`config.mk`:
```
export PLATFORM = sky130hd
export DESIGN_NAME = jrs_selector
export DESIGN_NICKNAME = d
export VERILOG_FILES = /design/src/rtl/jrs_pkg.sv /design/src/rtl/jrs_code_picker.sv /design/src/rtl/jrs_shift_ranker.sv /design/src/rtl/jrs_selector.sv
export SDC_FILE = /design/constraint.sdc
export NUM_CORES = 1
export LEC_CHECK = 0
export BUFFER_PORTS_ARGS = -buffer_cell sky130_fd_sc_hd__buf_2
export CORE_MARGIN = 2
export CORE_UTILIZATION = 35
export DETAILED_ROUTE_END_ITERATION = 16
export GPL_ROUTABILITY_DRIVEN = 0
export PLACE_DENSITY = 0.52
export SETUP_SLACK_MARGIN = 0.4
export SLEW_MARGIN = 20
export SYNTH_ARGS = -nofsm -noshare
export SYNTH_HDL_FRONTEND = slang
export SYNTH_SLANG_ARGS = --single-unit
export TNS_END_PERCENT = 20
```
`constraint.sdc`:
```
create_clock -name clk -period 23 [get_ports clk]
set_clock_uncertainty 0.15 [all_clocks]
set_input_delay 1.15 -clock clk [delete_from_list [all_inputs] [get_ports clk]]
set_output_delay 1.15 -clock clk [all_outputs]
set_load 0.01 [all_outputs]
```
`src/rtl/jrs_pkg.sv`:
```
package jrs_pkg;

    localparam int NPH   = 3;            // phases
    localparam int NCAP  = 2;            // flying capacitors per phase
    localparam int NCELL = 3;            // switching cells per phase
    localparam int NLVL  = 5;            // distinct output levels with 1:2:4
    localparam int LVLW  = 3;
    localparam int SCW   = 4;
    localparam int SHW   = $clog2(NLVL);
    localparam int NCODE = 1 << NCELL;
    localparam int MAXL  = NLVL - 1;

    typedef logic [NCELL-1:0] code_t;    // {s3, s2, s1}
    typedef logic [LVLW-1:0]  lvl_t;
    typedef logic [SCW-1:0]   score_t;
    typedef logic [SHW-1:0]   shift_t;

    typedef enum logic [1:0] {
        EFF_HURT = 2'd0,
        EFF_ZERO = 2'd1,
        EFF_HELP = 2'd2
    } eff_e;

    typedef struct packed {
        code_t  code;
        score_t score;
    } pick_t;

    localparam score_t SC_HI_HELP = 4'd6;
    localparam score_t SC_HI_ZERO = 4'd3;
    localparam score_t SC_LO_HELP = 4'd2;
    localparam score_t SC_LO_ZERO = 4'd1;
    localparam score_t SC_HURT    = 4'd0;

    // Output level of a cell code under the 1:2:4 ratio.
    function automatic lvl_t code_level(code_t c);
        return lvl_t'(c[0]) + lvl_t'(c[1]) + lvl_t'({c[2], 1'b0});
    endfunction

    // Effect of a code on one capacitor sitting between cell bits lo and hi.
    function automatic eff_e cap_effect(logic lo_bit, logic hi_bit,
                                        logic cur_pos, logic over);
        logic flow_pos;
        if (lo_bit == hi_bit) return EFF_ZERO;
        flow_pos = (hi_bit == cur_pos);
        return (flow_pos == over) ? EFF_HELP : EFF_HURT;
    endfunction

    function automatic score_t eff_score(eff_e e, logic high);
        case (e)
            EFF_HELP: return high ? SC_HI_HELP : SC_LO_HELP;
            EFF_ZERO: return high ? SC_HI_ZERO : SC_LO_ZERO;
            default:  return SC_HURT;
        endcase
    endfunction

    function automatic lvl_t sat_level(lvl_t l);
        return (l > lvl_t'(MAXL)) ? lvl_t'(MAXL) : l;
    endfunction

endpackage

```
`src/rtl/jrs_code_picker.sv`:
```
module jrs_code_picker
    import jrs_pkg::*;
(
    input  lvl_t             lvl,
    input  logic             cur_pos,
    input  logic [NCAP-1:0]  over,
    input  logic             hi_up,     // 1: upper capacitor has precedence
    output pick_t            best
);
    always_comb begin
        logic   found;
        score_t sc;
        code_t  cc;
        found      = 1'b0;
        best.code  = '0;
        best.score = '0;
        sc         = '0;
        cc         = '0;
        for (int c = 0; c < NCODE; c++) begin
            cc = code_t'(c);
            if (code_level(cc) == lvl) begin
                sc = eff_score(cap_effect(cc[0], cc[1], cur_pos, over[0]), !hi_up)
                   + eff_score(cap_effect(cc[1], cc[2], cur_pos, over[1]),  hi_up);
                if (!found || sc > best.score) begin
                    best.code  = cc;
                    best.score = sc;
                end
                found = 1'b1;
            end
        end
    end
endmodule

```
`src/rtl/jrs_shift_ranker.sv`:
```
module jrs_shift_ranker
    import jrs_pkg::*;
(
    input  lvl_t             base,      // worst-phase level minus the minimum level
    input  lvl_t             span,      // max level minus min level
    input  logic             cur_pos,
    input  logic [NCAP-1:0]  over,
    input  logic             hi_up,
    output shift_t           best_j
);
    pick_t cand [NLVL];

    for (genvar j = 0; j < NLVL; j++) begin : g_shift
        jrs_code_picker u_pick (
            .lvl     (base + lvl_t'(j)),
            .cur_pos (cur_pos),
            .over    (over),
            .hi_up   (hi_up),
            .best    (cand[j])
        );
    end

    always_comb begin
        score_t top;
        best_j = '0;
        top    = cand[0].score;
        for (int j = 1; j < NLVL; j++) begin
            if ((int'(span) + j) <= MAXL && cand[j].score > top) begin
                top    = cand[j].score;
                best_j = shift_t'(j);
            end
        end
    end
endmodule

```
`src/rtl/jrs_selector.sv`:
```
module jrs_selector
    import jrs_pkg::*;
(
    input  logic                 clk,
    input  logic                 rst,
    input  logic                 cmd_stb,
    input  logic [NPH*LVLW-1:0]  cmd_lvl,
    input  logic [NPH-1:0]       i_pos,
    input  logic [NPH*NCAP-1:0]  v_over,
    input  logic [NPH-1:0]       pair_sel,
    input  logic [2:0]           worst_cap,
    output logic [NPH*NCELL-1:0] gate,
    output logic                 out_vld
);
    lvl_t   lvl_sat [NPH];
    lvl_t   adj     [NPH];
    pick_t  pick    [NPH];
    logic   hi_up   [NPH];
    lvl_t   mn, mx, span, base;
    logic [1:0] wp;
    logic       wc;
    shift_t     best_j;
    logic [NPH*NCELL-1:0] gate_nx;

    // Saturation and common-mode range of the command.
    always_comb begin
        mn = lvl_t'(MAXL);
        mx = '0;
        for (int p = 0; p < NPH; p++) begin
            lvl_sat[p] = sat_level(cmd_lvl[p*LVLW +: LVLW]);
            if (lvl_sat[p] < mn) mn = lvl_sat[p];
            if (lvl_sat[p] > mx) mx = lvl_sat[p];
        end
        span = mx - mn;
    end

    // Worst capacitor decode: phase and which of its two capacitors.
    assign wp   = (worst_cap >= 3'd6) ? 2'd2 : worst_cap[2:1];
    assign wc   = worst_cap[0];
    assign base = lvl_sat[wp] - mn;

    // Step one: shift chosen for the worst capacitor's phase.
    jrs_shift_ranker u_rank (
        .base    (base),
        .span    (span),
        .cur_pos (i_pos[wp]),
        .over    (v_over[wp*NCAP +: NCAP]),
        .hi_up   (wc),
        .best_j  (best_j)
    );

    // Step two: per-phase code at the chosen shift.
    for (genvar p = 0; p < NPH; p++) begin : g_phase
        assign adj[p]   = lvl_sat[p] - mn + lvl_t'(best_j);
        assign hi_up[p] = (wp == 2'(p)) ? wc : pair_sel[p];
        jrs_code_picker u_pick (
            .lvl     (adj[p]),
            .cur_pos (i_pos[p]),
            .over    (v_over[p*NCAP +: NCAP]),
            .hi_up   (hi_up[p]),
            .best    (pick[p])
        );
        assign gate_nx[p*NCELL +: NCELL] = pick[p].code;
    end

    always_ff @(posedge clk) begin
        if (rst) begin
            gate    <= '0;
            out_vld <= 1'b0;
        end else begin
            out_vld <= cmd_stb;
            if (cmd_stb) gate <= gate_nx;
        end
    end

    // reset values
    a_r1_reset_state: assert property (@(posedge clk)
        $past(rst) |-> (gate == '0 && !out_vld));

    // valid follows strobe by one cycle
    a_r2_vld_pulse: assert property (@(posedge clk) disable iff (rst)
        !$past(rst) |-> (out_vld == $past(cmd_stb)));

    // no strobe, no change
    a_r3_gate_hold: assert property (@(posedge clk) disable iff (rst)
        (!$past(rst) && !$past(cmd_stb)) |-> $stable(gate));

    // common shift keeps phase-to-phase differences
    a_r4_line_diff: assert property (@(posedge clk) disable iff (rst)
        (out_vld && !$past(rst)) |->
        ((4'(code_level(gate[2:0])) + 4'($past(lvl_sat[1])))
             == (4'(code_level(gate[5:3])) + 4'($past(lvl_sat[0])))
         && (4'(code_level(gate[5:3])) + 4'($past(lvl_sat[2])))
             == (4'(code_level(gate[8:6])) + 4'($past(lvl_sat[1])))));

    // the chosen shift keeps every phase inside the level range
    a_r7_shift_legal: assert property (@(posedge clk) disable iff (rst)
        cmd_stb |-> ((4'(span) + 4'(best_j)) <= 4'(MAXL)));

endmodule

```
After elaboration in Yosys (flattened, before gate mapping)
Cells that the tools add are included.

Logic and storage cells: 1108. Output and inout port bits: 10. Input port bits: 27. Flip-flop bits (word level): 10.

Add/sub/neg operators: 80. Bitwise operators: 5. Magnitude comparators: 76. Multiplexer cells: 609. Equal/unequal tests: 210. Shift-type cells: 1. Reduce and logical (&&, ||, !) cells: 125.

Operator list (count): two-way mux 4 bit (209); case mux 4 bit (2 select lines) (69); two-way mux 2 bit (155); two-way mux 7 bit (42); adder 4 bit (64); greater-than comparator 4 bit (60); equality test 2 x 1 -> 1 bit (second input constant) (81); equality test 2 bit (second input constant) (81); <= comparator 32 x 4 -> 1 bit (second input constant) (4); two-way mux 1 bit (101); case mux 3 bit (2 select lines) (11); two-way mux 3 bit (20); zero test 1 bit (56); logical OR 1 bit (56); equality test 2 x 3 -> 1 bit (first input constant) (16); equality test 1 x 3 -> 1 bit (first input constant) (8); equality test 3 bit (first input constant) (8); zero test 3 bit (8); equality test 1 bit (16); subtractor 3 bit (5); adder 3 bit (3); greater-than comparator 3 bit (second input constant) (3); adder 3 x 2 -> 4 bit (second input constant) (2); adder 3 x 2 -> 3 bit (second input constant) (2); 17 further kinds (26).

Depth between registers and ports, before layout
Gate-level depths: netlist of run 1.

Depth after elaboration: 97. Mapped depth: 105. Gate-level depth less buffers: 103.

Hierarchy
Synthesis of run 1 repeated with hierarchy kept, for this count alone.

Cell total of the unflattened synthesis: 1261. Area total of the unflattened synthesis: 9108.7 um^2.

By module, submodules not included: jrs_code_picker at g_phase[0].u_pick ... (cells each 118, area an instance 830.8 um^2, seq. area each 0.0 um^2, times used 5); jrs_code_picker at u_rank.g_shift[2].u_pick ... (cells each 131, area an instance 900.9 um^2, seq. area each 0.0 um^2, times used 3); jrs_selector (cells each 173, area an instance 1447.6 um^2, seq. area each 200.2 um^2, times used 1); jrs_shift_ranker (cells each 105, area an instance 804.5 um^2, seq. area each 0.0 um^2, times used 1).

Least setup slack after synthesis of run 1
OpenSTA, ideal clock, no wires.

Kind: input-to-reg. Start point: input cmd_lvl[4]. End point: register gate[3]. Arrival time: 20.090 ns. Required time: 22.735 ns. Slack: 2.645 ns. Stages: 98. Setup time: 0.115 ns. Path buffers: 3. Cells stage by stage: nor2b_1 > ha_1 > a21boi_0 > o21ai_0 > nand2b_1 > mux2i_1 > ha_1 > a21oi_1 > o21bai_1 > mux2_2 > ha_1 > fa_1 > xnor2_1 > a211oi_1 > nor2_1 > clkbuf_1 > ha_1 > buf_6 > [62 not listed] > ha_1 > nor3_1 > o21ai_0 > and3_1 > mux2_2 > a22oi_1 > ha_1 > a21oi_1 > nor2_1 > o21ai_0 > o21ai_0 > o21ai_0 > ha_1 > inv_1 > a21o_1 > a21oi_1 > nor2_1 > a2111oi_0.

Word-level cells in the longest chain between the ends: 81. Elaborated cells between the ends (all ways): 332. Those cells by class: 12 x add/sub; 55 x order compare; 24 x eq/ne; 147 x mux; 94 x reduce/logical.

Ends and longest elaborated chain: start: declaration (RTL line jrs_selector.sv:7) `input logic [NPH*LVLW-1:0] cmd_lvl,`; greater-than comparator 3 bit (RTL line jrs_pkg.sv:58) `return (l > lvl_t'(MAXL)) ? lvl_t'(MAXL) : l;`; two-way mux 3 bit * (RTL line jrs_pkg.sv:58); < comparator 3 bit (RTL line jrs_selector.sv:31) `if (lvl_sat[p] < mn) mn = lvl_sat[p];`; two-way mux 3 bit (RTL line jrs_selector.sv:31); < comparator 3 bit (RTL line jrs_selector.sv:31); two-way mux 3 bit (RTL line jrs_selector.sv:31); subtractor 3 bit (RTL line jrs_selector.sv:40) `assign base = lvl_sat[wp] - mn;`; adder 3 x 1 -> 3 bit (RTL line jrs_shift_ranker.sv:15) `.lvl (base + lvl_t'(j)),`; [65 not listed]; greater-than comparator 4 bit (RTL line jrs_code_picker.sv:24) `if (!found || sc > best.score) begin`; logical OR 1 bit (RTL line jrs_code_picker.sv:24); two-way mux 7 bit (RTL line jrs_code_picker.sv:24); two-way mux 7 bit (RTL line jrs_code_picker.sv:21) `if (code_level(cc) == lvl) begin`; greater-than comparator 4 bit (RTL line jrs_code_picker.sv:24); logical OR 1 bit (RTL line jrs_code_picker.sv:24); two-way mux 7 bit (RTL line jrs_code_picker.sv:24); two-way mux 7 bit * (RTL line jrs_code_picker.sv:21); end signal: assignment (RTL line jrs_selector.sv:72) `if (cmd_stb) gate <= gate_nx;`; end: declaration (RTL line jrs_selector.sv:12) `output logic [NPH*NCELL-1:0] gate,`.

Every way passes the cells marked *; elsewhere a longest branch is shown, timed or not. The select of a mux whose other input is x is not followed. A chain may end at the register's enable or synchronous reset.

Final worst setup path of run 1
Start point: input cmd_lvl[2]. End point: register gate[3].

Word-level cells in the longest chain between the ends: 83. Elaborated cells between the ends (all ways): 336. Those cells by class: 12 x add/sub; 57 x order compare; 24 x eq/ne; 149 x mux; 94 x reduce/logical.

Ends and longest elaborated chain (RTL line): greater-than comparator 3 bit (jrs_pkg.sv:58); two-way mux 3 bit * (jrs_pkg.sv:58); < comparator 3 bit (jrs_selector.sv:31); two-way mux 3 bit (jrs_selector.sv:31); < comparator 3 bit (jrs_selector.sv:31); two-way mux 3 bit (jrs_selector.sv:31); < comparator 3 bit (jrs_selector.sv:31); two-way mux 3 bit (jrs_selector.sv:31); [67 not listed]; greater-than comparator 4 bit (jrs_code_picker.sv:24); logical OR 1 bit (jrs_code_picker.sv:24); two-way mux 7 bit (jrs_code_picker.sv:24); two-way mux 7 bit (jrs_code_picker.sv:21); greater-than comparator 4 bit (jrs_code_picker.sv:24); logical OR 1 bit (jrs_code_picker.sv:24); two-way mux 7 bit (jrs_code_picker.sv:24); two-way mux 7 bit * (jrs_code_picker.sv:21).

Marked as above.

==> results of run 1 <==
-- cell usage in the layout (no fill, tap or decap), drive strengths merged, types with 6 or more instances in the layout --
master,netlist,routed
nor2,89,89
nand3,40,40
o211ai,9,9
a21o,31,31
nand4,7,7
or2,11,11
a311oi,7,7
inv,91,91
nand3b,8,8
xor2,8,8
nor2b,23,23
nand2,71,71
nor3,21,21
ha,149,149
mux2i,22,22
and3,12,12
fa,8,8
nand2b,18,18
o21ai,70,70
o31ai,6,6
a211oi,21,21
a21oi,77,77
buf,9,57
and4,6,6
dfxtp,10,10
xnor2,18,18
a31oi,15,15
a2111oi,6,6
o21a,13,13
a21boi,18,18
and2,20,20
mux2,14,14
or3,10,10
-- critical path: cells and delay by family --
family                     cells  cell delay, ps
AOI/OAI and AO/OA             36            7210
xor gates and xnor gates       1             280
and+or+nand+nor               30            5100
buffers and inverters          6             730
muxes                          6            1430
adders and majority gates     16            5210
-- stage by stage --
| stage | hold WS (ps) | util [%] | cells | setup slack [ps] |
|---|---|---|---|---|
| detailed placement | 317 | 37.9 | 1342 | 352 |
| floorplan | 339 | - | 1055 | 2650 |
| global route | 347 | 39.3 | 1355 | 324 |
| CTS | 323 | 38.3 | 1346 | 544 |
| finish | 324 | 39.3 | 1355 | 1840 |
| global placement | 314 | 37.9 | 1342 | 664 |
-- what timing repair did --
action                     in CTS  in global routing
resized for setup               0                 30
setup buffers                   0                  9
hold buffers                    0                  0
setup endpoints to repair       0                  9
-- final timing paths --
| check | from | end | slack (ps) |
|---|---|---|---|
| setup reg to reg | gate[3] | gate[3] | 22010 |
| hold / removal | gate[6] | gate[6] | 320 |
| setup / recovery | cmd_lvl[2] | gate[3] | 1840 |
| hold reg to reg | gate[6] | gate[6] | 320 |
-- layout make-up --
type	instances	area, um^2	area share (%)
sequential	10	200	2.42
timing repair buffer	57	338	4.08
clock buffer	4	88.8	1.07
inverter	92	345	4.17
multi-input combinational	917	6970	84.1
tap	275	344	4.15
-- metal layers --
metal	share of wire [%]	vias to the layer above	wire [um]
li1	-	3952	-
met1	49	3677	11800
met2	45	197	10700
met3	4.7	29	1130
met4	1.1	0	258
met5	0	-	0
-- flip-flops by register name, indices dropped and copies added, names as in the netlist --
signal	flops
gate	9
out_vld	1
-- Yosys cell counts (18+ instances only) --
master / n / share of area (%)
mux2i_1: 22 / 2.9
a211oi_1: 18 / 1.8
nand2_1: 69 / 3.4
nor2_1: 89 / 4.4
ha_1: 149 / 25
and2_1: 18 / 1.5
clkbuf_1: 24 / 1.2
nor2b_1: 23 / 1.9
nor3_1: 21 / 1.4
inv_1: 91 / 4.5
o21ai_0: 70 / 4.6
nand3_1: 40 / 2.6
a21o_1: 30 / 3.0
xnor2_1: 18 / 2.1
a21oi_1: 77 / 5.1
-- kinds of logic after synthesis --
family / share of synthesized area [%]
AO/OA/AOI/OAI: 31.1
XOR/XNOR: 3.33
adder cells (fa/ha/maj): 27.2
buffers and inverters: 6.97
flip-flops: 2.65
multiplexers: 5.00
AND/OR/NAND/NOR: 23.7
==> run_results.csv, run 1 <==
group,metric,value,unit
detailed_routing,wl_per_cell,17.6,um
floorplanning,die_h,151,um
sta,max-slew-margin-rel,42.2,%
setup_path,end_kind,"flip-flop",
clock_network,clk_path_buf_depth,2,
clock_network,clkLatencyLatePin,230,ps
min_path,worstHoldPathType,"reg -> reg",
global_route,grtUsageMet1,30.2,%
setup_path,crit_top_cell,"ha_1",
yosys,syn_inst,1055,
placed_design,io_buffers,36,
detailed_routing,drt-initial-drc-count,553,
global_route,busiest_layer,"met2",
clock_network,cts_root_buffer,"clkbuf_16",
sta,hold_viol_final,0,
yosys,syn-mean-instance-area,7.16,um^2
global_route,track_usage,20.6,%
sta,period_needed,21160,ps
setup_path,slowest_delay,550,ps
global_route,grt_pass1_wl,38400,um
clock_network,cts_sinks,10,
cells_and_area,fin_nets,1265,
global_route,grt_pass1_vias,7329,
floorplanning,start_util,35.8,%
floorplanning,rows,53,
clock_network,htreeDepth,1,
yosys,yosys_register_bits,10,
cells_and_area,areaGrowthSynthToFinish,9.62,%
sta,finalCritPeriodShare,92.0,%
sta,worst_pin_slew,855,ps
cells_and_area,drive_gt1_share,13.0,%
detailed_routing,ant_nets,0,
floorplanning,dieArea,22800,um^2
setup_path,worstSetupStartpointType,"input port",
global_route,grt-ovfl-total,0,
yosys,syn_nets,1239,
setup_path,reg2reg_depth,2,
sta,rsz0062_at_grt,"false",
floorplanning,core_area,21100,um^2
yosys,synth_area,7560,um^2
global_route,grt_start_max_net_pins,22,
detailed_routing,vias,7855,
sta,slew_violations,0,
sta,max_freq,47.3,MHz
setup_path,setup.worst_path.class,"in -> reg",
placed_design,postPlaceCellArea,7990,um^2
cells_and_area,fin_area,8280,um^2
run_status,status,"complete, no violations",
cells_and_area,antenna_cells,0,
detailed_routing,first_pass_iters,5,
placed_design,dp_hpwl,19300,um
global_route,use_met3,0.964,%
min_path,min_delay_path_depth,2,
detailed_routing,drc,0,
floorplanning,fp.dieW,151,um
setup_path,worstPathMaxFanout,15,
clock_network,cts_buffers,3,
yosys,ys_seq_area_share,2.65,%
detailed_routing,wl,23900,um
global_route,antenna_found_initial,0,
sta,finalSetupTns,0,ps
yosys,synth_ff_type,"dfxtp_1",
setup_path,critPathRequiredTime,22970,ps
yosys,ys_warn_count,0,
detailed_routing,viasPerCell,5.80,
setup_path,cp.arrival,21130,ps
cells_and_area,nFillCells,2268,
job,cap_violations,0,
global_route,grt_use_met2,34.3,%
yosys,netlist-cell-type-count,95,
yosys,synth_edf_count,0,
floorplanning,io_pins,37,
clock_network,cts_tree,"built",
clock_network,clk_pin_slew_worst_paths,40,ps
setup_path,cp_slowest_cell,"fa_1",
yosys,ys_async_sr_fraction,0,%
sta,finalSetupViolCount,0,
Power of run 1 is not shown: default switching activity piles up to over one toggle a cycle in this logic, so the estimate is an artifact.
==> inputs of run 2 (changes only) <==
--- a/config.mk
+++ b/config.mk
@@ -7,10 +7,10 @@
 export LEC_CHECK = 0
 export BUFFER_PORTS_ARGS = -buffer_cell sky130_fd_sc_hd__buf_2
 export CORE_MARGIN = 2
-export CORE_UTILIZATION = 35
+export CORE_UTILIZATION = 50
 export DETAILED_ROUTE_END_ITERATION = 16
 export GPL_ROUTABILITY_DRIVEN = 0
-export PLACE_DENSITY = 0.52
+export PLACE_DENSITY = 0.69
 export SETUP_SLACK_MARGIN = 0.4
 export SLEW_MARGIN = 20
 export SYNTH_ARGS = -nofsm -noshare
==> run_results.csv, run 2 (synthesis results as in run 1) <==
group,metric,value,unit
setup_path,crit_top_cell,"ha_1",
sta,slew_violations,0,
run_status,status,"complete, no violations",
floorplanning,io_pins,37,
cells_and_area,mostFrequentLayoutCell,"ha_1",
setup_path,regToRegSetupSlack,22010,ps
clock_network,clk_pin_slew_worst_paths,40,ps
detailed_routing,viasPerCell,6.38,
clock_network,clk_path_buf_depth,2,
setup_path,slowest_delay,490,ps
cells_and_area,areaGrowthSynthToFinish,7.09,%
floorplanning,start_util,51.6,%
clock_network,cts_buffers,3,
clock_network,cts_sinks,10,
sta,hold_viol_final,0,
global_route,grt_start_max_net_pins,23,
clock_network,htreeDepth,1,
global_route,antenna_found_initial,0,
detailed_routing,wl_per_cell,17.9,um
sta,max_freq,46.8,MHz
sta,rsz0062_at_grt,"false",
setup_path,worstSetupStartpointType,"input port",
floorplanning,die_h,127,um
setup_path,end_kind,"flip-flop",
clock_network,clkLatencyLatePin,240,ps
detailed_routing,wl,22500,um
cells_and_area,top_register,"gate",
floorplanning,core_area,14600,um^2
setup_path,worstPathMaxFanout,9,
cells_and_area,reg_top3,"gate (9), out_vld (1)",
cells_and_area,largest_reg_flops,9,
detailed_routing,ant_nets,0,
setup_path,setup.worst_path.class,"in -> reg",
sta,finalSetupViolCount,0,
sta,period_needed,21380,ps
placed_design,dp_hpwl,18000,um
global_route,grt-ovfl-total,0,
cells_and_area,fin_nets,1259,
floorplanning,rows,44,
placed_design,dpl_worst_slack,274,ps
sta,postLayoutSetupSlackWorst,1620,ps
global_route,track_usage,27.0,%
setup_path,critPathRequiredTime,22960,ps
placed_design,io_buffers,36,
cells_and_area,antenna_cells,0,
detailed_routing,drt-initial-drc-count,749,
cells_and_area,nFillCells,1423,
cells_and_area,layout_common_cells,"ha_1, inv_1, nor2_1",
floorplanning,dieArea,16100,um^2
sta,max-slew-margin-rel,47.5,%
clock_network,cts_tree,"built",
detailed_routing,vias,8021,
clock_network,postCtsHoldBufs,0,
detailed_routing,drc,0,
sta,finalCritPeriodShare,92.9,%
global_route,grt_pass1_wl,36500,um
sta,worst_pin_slew,784,ps
setup_path,cp.arrival,21340,ps
clock_network,cts_root_buffer,"clkbuf_16",
min_path,worstHoldPathType,"reg -> reg",
job,cap_violations,0,
floorplanning,fp.dieW,127,um
setup_path,cp_slowest_cell,"fa_1",
cells_and_area,drive_gt1_share,11.8,%
global_route,grt_pass1_vias,7493,
sta,finalSetupTns,0,ps
detailed_routing,first_pass_iters,9,
run 2: cell types whose count changed in the layout (fill, tap and decap cells not counted), moves of 2 or more:
cell	before	now
a211oi_2	6	4
a2111oi_1	2	0
a2111oi_0	2	4
buf_4	21	15
a211oi_1	14	16
run 2: stage by stage:
stage / hold slack, ps / cells / cell area, um^2 / util (%)
finish: 312 / 1258 / 8090 / 55.3
global route: 331 / 1258 / 8090 / 55.3
CTS: 311 / 1253 / 7950 / 54.3
detailed placement: 305 / 1249 / 7860 / 53.7
global placement: 308 / 1249 / 7860 / 53.7
floorplan: 339 / 1055 / 7560 / -
run 2: what timing repair did:
item	CTS	global route
setup endpoints to repair	0	9
resized for setup	0	21
buffers inserted	0	5
run 2: layout make-up:
cell class | count | area [um^2] | area share, %
flip-flops and latches | 10 | 200 | 2.47
clock buffers | 4 | 88.8 | 1.10
multi-input cells | 917 | 6930 | 85.7
well taps | 184 | 230 | 2.85
repair buffers | 51 | 293 | 3.62
inverters | 92 | 345 | 4.27
run 2: worst max-delay path: cells and delay by family:
kind	cells	cell delay, ps
muxes	6	1350
xor gates and xnor gates	2	560
AOI/OAI and AO/OA	39	8250
buffers and inverters	4	600
adders and majority gates	16	4920
and+or+nand+nor	25	4470
run 2: path summary, 6_finish.rpt:
path,startpoint,endpoint,cells after the start
setup reg to reg,gate[7],gate[7],2
hold reg to reg,gate[6],gate[6],2
hold / removal,gate[6],gate[6],2
setup / recovery,cmd_lvl[5],gate[7],92
run 2: routing by layer:
layer  part of all wire (%)  GRT usage (%)  up-vias
met5                      0              0        -
li1                       -              -     3938
met3                    6.2           1.22       55
met4                    2.6           8.34        0
met2                     47           46.2      324
met1                     45           36.7     3704
Power of run 2 is left out for the same reason.
